[src/rtl/bru_pkg.sv]
package bru_pkg;
  localparam int unsigned OPC_W = 6;
  localparam logic [OPC_W-1:0] OPC_BR_EQ  = 6'b000100;
  localparam logic [OPC_W-1:0] OPC_BR_GEZ = 6'b000001;

  typedef enum logic [1:0] {
    BR_NONE = 2'd0,
    BR_EQ   = 2'd1,
    BR_GEZ  = 2'd2
  } br_kind_e;
endpackage

[src/rtl/bru_decode.sv]
module bru_decode
  import bru_pkg::*;
(
  input  logic             branch_i,
  input  logic [OPC_W-1:0] opcode_i,
  output br_kind_e         kind_o
);
  always_comb begin
    kind_o = BR_NONE;
    if (branch_i) begin
      unique case (opcode_i)
        OPC_BR_EQ:  kind_o = BR_EQ;
        OPC_BR_GEZ: kind_o = BR_GEZ;
        default:    kind_o = BR_NONE;
      endcase
    end
  end
endmodule

[src/rtl/bru_target.sv]
module bru_target #(
  parameter int unsigned AW    = 32,
  parameter int unsigned SHIFT = 2
) (
  input  logic [AW-1:0] pc_plus4_i,
  input  logic [AW-1:0] imm_ext_i,
  output logic [AW-1:0] target_o
);
  logic [AW-1:0] offset;
  assign offset   = {imm_ext_i[AW-1-SHIFT:0], {SHIFT{1'b0}}};
  assign target_o = pc_plus4_i + offset;
endmodule

[src/rtl/bru_cond.sv]
module bru_cond
  import bru_pkg::*;
(
  input  br_kind_e kind_i,
  input  logic     zero_i,
  input  logic     gtz_i,
  output logic     take_o
);
  always_comb begin
    unique case (kind_i)
      BR_EQ:   take_o = zero_i;
      BR_GEZ:  take_o = zero_i | gtz_i;
      default: take_o = 1'b0;
    endcase
  end
endmodule

[src/rtl/bru_opsel.sv]
module bru_opsel
  import bru_pkg::*;
#(
  parameter int unsigned DW = 32
) (
  input  br_kind_e      kind_i,
  input  logic [DW-1:0] rt_data_i,
  output logic [DW-1:0] alu_b_o
);
  // non-negative test: rs - 0 so the flags describe rs
  assign alu_b_o = (kind_i == BR_GEZ) ? '0 : rt_data_i;
endmodule

[src/rtl/bru_next_pc.sv]
module bru_next_pc
  import bru_pkg::*;
#(
  parameter int unsigned   AW       = 32,
  parameter int unsigned   DW       = 32,
  parameter logic [AW-1:0] RESET_PC = '0
) (
  input  logic          clk_i,
  input  logic          rst_ni,
  input  logic          ex_valid_i,
  input  logic          branch_i,
  input  logic [5:0]    opcode_i,
  input  logic [AW-1:0] pc_plus4_i,
  input  logic [AW-1:0] imm_ext_i,
  input  logic [DW-1:0] rt_data_i,
  input  logic          zero_i,
  input  logic          gtz_i,
  output logic [DW-1:0] alu_b_o,
  output logic          taken_o,
  output logic [AW-1:0] next_pc_o
);
  localparam int unsigned WORD_SHIFT = 2;

  br_kind_e      kind;
  logic          take;
  logic [AW-1:0] target;
  logic [AW-1:0] pc_sel;

  bru_decode u_decode (
    .branch_i (branch_i),
    .opcode_i (opcode_i),
    .kind_o   (kind)
  );

  bru_target #(.AW(AW), .SHIFT(WORD_SHIFT)) u_target (
    .pc_plus4_i (pc_plus4_i),
    .imm_ext_i  (imm_ext_i),
    .target_o   (target)
  );

  bru_cond u_cond (
    .kind_i (kind),
    .zero_i (zero_i),
    .gtz_i  (gtz_i),
    .take_o (take)
  );

  bru_opsel #(.DW(DW)) u_opsel (
    .kind_i    (kind),
    .rt_data_i (rt_data_i),
    .alu_b_o   (alu_b_o)
  );

  assign pc_sel = take ? target : pc_plus4_i;

  always_ff @(posedge clk_i or negedge rst_ni) begin
    if (!rst_ni) begin
      taken_o   <= 1'b0;
      next_pc_o <= RESET_PC;
    end else begin
      taken_o <= ex_valid_i & take;
      if (ex_valid_i) next_pc_o <= pc_sel;
    end
  end
endmodule

[config.mk]
export PLATFORM = sky130hd
export DESIGN_NAME = bru_next_pc
export DESIGN_NICKNAME = d
export VERILOG_FILES = /design/src/rtl/bru_pkg.sv /design/src/rtl/bru_decode.sv /design/src/rtl/bru_target.sv /design/src/rtl/bru_cond.sv /design/src/rtl/bru_opsel.sv /design/src/rtl/bru_next_pc.sv
export SDC_FILE = /design/constraint.sdc
export NUM_CORES = 1
export LEC_CHECK = 0
export ABC_CLOCK_PERIOD_IN_PS = 1800
export BUFFER_PORTS_ARGS = -buffer_cell sky130_fd_sc_hd__buf_2
export CAP_MARGIN = 20
export CORE_MARGIN = 8
export CORE_UTILIZATION = 40
export CTS_BUF_LIST = sky130_fd_sc_hd__clkbuf_4
export DETAILED_ROUTE_END_ITERATION = 8
export PLACE_DENSITY = 0.71
export SETUP_SLACK_MARGIN = 0.1
export SYNTH_ARGS = -nofsm -noshare
export SYNTH_HDL_FRONTEND = slang
export SYNTH_HIERARCHICAL = 1
export SYNTH_SLANG_ARGS = --single-unit
[constraint.sdc]
create_clock -name clk_i -period 1.8 [get_ports clk_i]
set_input_delay 0.18 -clock clk_i [delete_from_list [all_inputs] [get_ports clk_i]]
set_output_delay 0.18 -clock clk_i [all_outputs]
set_load 0.005 [all_outputs]
==> summary.txt, run 1 <==
Hold Crit Start - pc_plus4_i[10]
drt pass-1 iters - 4
CTS Buf Count - 5
hold slack - 130 ps
Mapped Area - 3540 um2
DIE HEIGHT - 110 um
endpoints failing hold - 0
RSZ-0062 raised after global routing - yes
max_slew headroom - 46.1%
Clk Latency, worst-skew pair - 330 ps
status - finished, violations left
Slew Limit Fails - 0
Syn Nets - 556
Mapped Cells - 416
Worst Reg-to-Reg Cells - 2
synthesized area per cell - 8.51 um2
Max clock buf depth - 2
Filler cells - 631
Synth async-reset ratio - 100%
cell taking the most area after synthesis - dfrtp_1
Startpoint Class - primary input
I/O Pins - 173
CTS tree - done
Die Width - 110 um
# port buffers - 170
vias per cell - 5.33
Initial Util - 41.0%
CP required - 2020 ps
Peak supply drop - 0.339 mV
Clk pin slew, worst setup/hold paths - 140 ps
post-route ant nets - 0
Residual DRC - 0
vias in the first global route - 4478
die area - 12100 um2
Iteration-0 DRC Markers - 257
total gr overflow - 0
post-route cell area - 6300 um2
GRT Total Usage - 22.5%
root buf cell - clkbuf_4
placed cell area - 5240 um2
Hold Crit Depth - 3
sequential area share after synthesis - 23.3%
Core Rows - 34
Fin Setup TNS - -9350 ps
type of destination of the critical path - flip-flop
Synth Register Bits - 33
H-tree Lvls - 2
worst path cell trace - buf_8 > ha_4 > inv_2 > fa_2 > nor2b_4 > o31a_1 > o41a_1 > a211oi_2 > o21ai_2 > o311a_1 > mux2i_1 > a21oi_1
CP max stage delay - 380 ps
max frequency - 471 MHz
Final Skew - 0 ps
most common cell after layout, fill and taps aside - buf_2
kind of critical path - in2reg
failing checks - negative setup slack
slowest cell on the critical path - o41a_1
hpwl dp - 11100 um
r2r startpoint - next_pc_o[18]$_DFFE_PN0P_
wire per inst - 19.2 um
Crit Path Max Fanout - 4
initial antenna violation count - 0
Synth Warn # - 6
Synth Flop Type - dfrtp_1
Hold EP - next_pc_o[10]$_DFFE_PN0P_
reg2reg end - next_pc_o[18]$_DFFE_PN0P_
Leakage - 2.96 nW
global-route wire length before repair - 21700 um
endpoints failing setup - 59
Sink Count - 33
post-synth top area share - 23.3%
min cycle time layout - 2120 ps
commonest cells after routing, fill and taps aside - buf_2, buf_4, buf_6
Sw Share - 35.7%
routed via count - 4295
max cap viols - 0
P&R area growth vs syn - 77.7%
Hold Path Class - in2reg
post-layout power - 3.07 mW
Setup WS post-layout - -322 ps
Worst Max-Slew Pin Slew - 809 ps
Power Dens Cells - 487 nW/um2
Int Power - 1.97 mW
combinational fraction of design power - 53.4%
Area contributors post-synth - dfrtp_1, ha_1, mux2i_1, a21oi_1, nor2_1
Nets - 837
Netlist cell types - 58
Reg2Reg Setup Slack - 1060 ps
WP data arrival - 2340 ps
share of cells above drive strength 1 - 58.2%
pin count of the biggest net entering global routing - 66
core area - 8640 um2
register share of total power - 27.4%
GPL Wtd Cong - 0.898
# diodes - 0
Detailed Route WL - 15500 um
Post-synth EDFFs - 0
clock network fraction of total power - 19.1%
Psw - 1.10 mW
period utilization - 118%
## worst max-delay path, delay by kind of cell
kind            cells  cell delay (ps)
compound gates      6             1440
fa+ha+maj           2              370
buf+inv             2              150
mux                 1              150
simple gates        1               40
## flip-flops by register name, summed over array words and instances, names as in the netlist
register,flops
next_pc_o,32
taken_o,1
## power groups by stage
stage | registers (mW) | clock network [mW] | logic [mW]
2_1_floorplan | 0.859 | 0 | 0.686
3_3_place_gp | 0.853 | 0 | 1.29
3_5_place_dp | 0.854 | 0 | 1.33
4_1_cts | 0.840 | 0.596 | 1.48
5_1_grt | 0.849 | 0.617 | 1.77
6_report | 0.841 | 0.587 | 1.64
## cell families (layout without fill, tap and decap cells)
family	Yosys count	in the layout	share of synthesized area [%]
compound gates	123	123	21.7
flops	33	33	23.3
mux	34	34	9.61
xor+xnor	24	24	5.93
simple gates	136	139	21.7
fa+ha+maj	32	32	11.5
buf+inv	34	313	6.29
## layer usage
| metal | GRT usage, % | vias up | wire (um) |
|---|---|---|---|
| met4 | 9.42 | 0 | 518 |
| met3 | 3.72 | 31 | 1150 |
| met2 | 44.3 | 166 | 8250 |
| li1 | - | 2049 | - |
| met1 | 22.8 | 2049 | 5570 |
| met5 | 0 | - | 0 |
## stage by stage
| stage | instances | worst slack [ps] | utilization (%) |
|---|---|---|---|
| finish | 806 | -322 | 72.9 |
| global route | 806 | -429 | 72.9 |
| CTS | 796 | -294 | 67.7 |
| detailed placement | 769 | -694 | 60.7 |
| global placement | 769 | -643 | 60.7 |
| floorplan | 416 | -387 | - |
## layout make-up
cell class                      count  area, um2  share of cell area (%)
Multi-Input combinational cell    352       2980                    47.3
Timing Repair Buffer              293       2230                    35.4
Sequential cell                    33        826                    13.1
Tap cell                          108        135                    2.15
Clock buffer                        5       37.5                   0.596
Inverter                           12       45.0                   0.715
Clock inverter                      3       41.3                   0.656
## cell usage after synthesis, types with 3 or more instances
cell      number
a21o_2         3
clkbuf_1       6
dfrtp_1       33
xor2_1         8
nand4_1        9
and2_1        12
o21ai_0       12
xnor2_1       16
buf_6          4
buf_2          7
nand2b_1       3
o21ai_1        3
o21bai_1       3
mux2i_1       34
a21boi_0       3
a21oi_1       65
nand2_1       23
a21o_1        10
ha_1          31
inv_1         12
and2_4        20
nor2_1        49
buf_12         3
o21a_1         3
nor3_1         3
## worst max-delay path by stage
| stage | to | depth (start not counted) | startpoint |
|---|---|---|---|
| after floorplan | next_pc_o[28]$_DFFE_PN0P_ | 11 | pc_plus4_i[2] |
| after global placement | next_pc_o[30]$_DFFE_PN0P_ | 13 | pc_plus4_i[2] |
| after detailed placement | next_pc_o[20]$_DFFE_PN0P_ | 13 | pc_plus4_i[2] |
| after CTS | next_pc_o[20]$_DFFE_PN0P_ | 13 | pc_plus4_i[2] |
| after global routing | next_pc_o[28]$_DFFE_PN0P_ | 12 | pc_plus4_i[2] |
| final | next_pc_o[28]$_DFFE_PN0P_ | 12 | pc_plus4_i[2] |
## what timing repair did
action / 4_1_cts / 5_1_grt
endpoints found under the hold margin: 33 / 0
hold buffers: 1 / 0
buffers inserted: 16 / 14
pin swaps: 32 / 75
endpoints found under the setup margin: 64 / 65
resized for setup: 64 / 80
gates cloned: 3 / 2
No activity file was read; power rests on OpenSTA's default activity.
==> run 2, diff against run 1 <==
- CORE_MARGIN: 8 -> 1
==> run 2 against run 1 <==
The run still ends with negative setup slack left. Cell count fell by 1.4%. Non-clock buffer count fell by 9. Critical endpoint unchanged. Global-route usage rose by 3.3 points. Flip-flop and latch count did not move. Power fell by 5.8%. Combinational power fell by 3%. Worst hold slack improved by 1.5 ps. Die area fell by 24%. Largest power group unchanged. Count of clock-buffer cells in the layout rose by 1. Register-to-register slack barely moved. Clock power fell by 22%.
==> summary.txt, run 2 (synthesis gave the netlist of run 1 again) <==
Hold Crit Start - pc_plus4_i[2]
Detailed Route WL - 14100 um
hpwl dp - 9520 um
max cap viols - 0
max_slew headroom - 47.7%
Initial Util - 42.3%
commonest cells after routing, fill and taps aside - buf_2, buf_4, a21oi_1
total gr overflow - 0
most common cell after layout, fill and taps aside - buf_2
root buf cell - clkbuf_4
drt pass-1 iters - 4
share of cells above drive strength 1 - 55.9%
max reg flops - 32
Power Dens Cells - 474 nW/um2
non-filler instance count after layout - 795
endpoints failing setup - 56
kind of critical path - in2reg
CTS tree - done
Startpoint Class - primary input
reg2reg end - next_pc_o[28]$_DFFE_PN0P_
Fin Setup TNS - -8880 ps
Max clock buf depth - 2
Clk Latency, worst-skew pair - 340 ps
endpoints failing hold - 0
global-route wire length before repair - 18300 um
Hold Crit Depth - 3
Crit Path Max Fanout - 4
Final Skew - 0 ps
P&R area growth vs syn - 72.0%
Worst Max-Slew Pin Slew - 785 ps
r2r startpoint - next_pc_o[28]$_DFFE_PN0P_
GRT Total Usage - 25.8%
Core Rows - 33
Hold EP - next_pc_o[2]$_DFFE_PN0P_
pin count of the biggest net entering global routing - 66
Hold Path Class - in2reg
type of destination of the critical path - flip-flop
Sink Count - 33
vias per cell - 5.50
# port buffers - 170
I/O Pins - 173
Worst Reg-to-Reg Cells - 2
min cycle time layout - 2210 ps
status - finished, violations left
Residual DRC - 0
Slew Limit Fails - 0
WP data arrival - 2440 ps
routed via count - 4371
die area - 9240 um2
Reg with most FFs - next_pc_o
Iteration-0 DRC Markers - 233
failing checks - negative setup slack
Leakage - 2.86 nW
Reg2Reg Setup Slack - 1070 ps
Top Registers - next_pc_o: 32 flops, taken_o: 1 flops
H-tree Lvls - 2
GPL Wtd Cong - 0.871
Setup WS post-layout - -409 ps
vias in the first global route - 4019
core area - 8380 um2
max frequency - 453 MHz
hold slack - 132 ps
Nets - 828
dpl cells - 765
Clk pin slew, worst setup/hold paths - 120 ps
RSZ-0062 raised after global routing - yes
Peak supply drop - 0.283 mV
post-route ant nets - 0
wire per inst - 17.7 um
Die Width - 96.1 um
CTS Buf Count - 5
CP required - 2030 ps
DIE HEIGHT - 96.1 um
period utilization - 123%
initial antenna violation count - 1
run 2: changes by cell type in the layout (fill, tap and decap cells not counted), sizes merged:
| cell | delta |
|---|---|
| diode | +1 |
| clkbuf | +1 |
| bufinv | -1 |
| buf | -9 |
| clkinv | +1 |
| clkinvlp | -1 |
run 2: per-layer routing:
layer  part of all wire [%]  vias up  global-route usage, %
li1                       -     2033                      -
met1                     37     2086                   28.1
met2                     51      190                   48.2
met3                    6.4       62                   4.66
met4                    5.4        0                   11.6
met5                      0        -                      0
run 2: cell type report:
cell class              count  area, um2
multi-input cells         352       2960
flip-flops and latches     33        826
fillers                   572       2290
repair buffers            284       2080
clock inverters             2       10.0
well taps                 105        131
inverters                  12       45.0
diodes                      1       2.50
clock buffers               6       45.0
run 2: through the flow:
stage / util (%) / power, mW / setup slack (ps) / area (um2)
after global placement: 62.4 / 2.12 / -629 / 5230
after global routing: 72.7 / 3.05 / -474 / 6090
after floorplan: - / 1.54 / -387 / 3650
after CTS: 67.4 / 2.70 / -292 / 5650
after detailed placement: 62.4 / 2.15 / -694 / 5230
final: 72.7 / 2.89 / -409 / 6090
run 2: worst max-delay path, stage by stage:
cell and delay [ps]:
buf_8 100, ha_4 160, inv_2 60, fa_2 230, nor2b_4 50, o31a_1 300
o41a_1 400, a211oi_2 260, o21ai_2 130, o311a_1 330, mux2i_1 160, a21oi_1 90
run 2: worst max-delay path by stage:
| stage | startpoint | end | slack [ps] | cells past startpoint |
|---|---|---|---|---|
| final | pc_plus4_i[2] | next_pc_o[28]$_DFFE_PN0P_ | -410 | 12 |
| after global routing | pc_plus4_i[2] | next_pc_o[28]$_DFFE_PN0P_ | -470 | 12 |
| after CTS | pc_plus4_i[2] | next_pc_o[28]$_DFFE_PN0P_ | -290 | 12 |
| after detailed placement | pc_plus4_i[2] | next_pc_o[28]$_DFFE_PN0P_ | -690 | 12 |
| after global placement | pc_plus4_i[2] | next_pc_o[30]$_DFFE_PN0P_ | -630 | 13 |
| after floorplan | pc_plus4_i[2] | next_pc_o[28]$_DFFE_PN0P_ | -390 | 11 |
run 2: power by group:
group          switching (mW)  leakage, nW  internal (mW)  total, mW
Clock                   0.295       0.0354          0.164      0.459
Sequential             0.0389        0.371          0.805      0.844
Combinational           0.741         2.46          0.845       1.59
Total                    1.07         2.86           1.81       2.89
run 2: repair_timing:
action / CTS / global route
gates cloned: 3 / 2
hold buffers: 1 / 0
resized for setup: 43 / 70
pin swaps: 31 / 58
endpoints found under the setup margin: 64 / 57
hold endpoints to repair: 33 / 0
setup buffers: 7 / 8
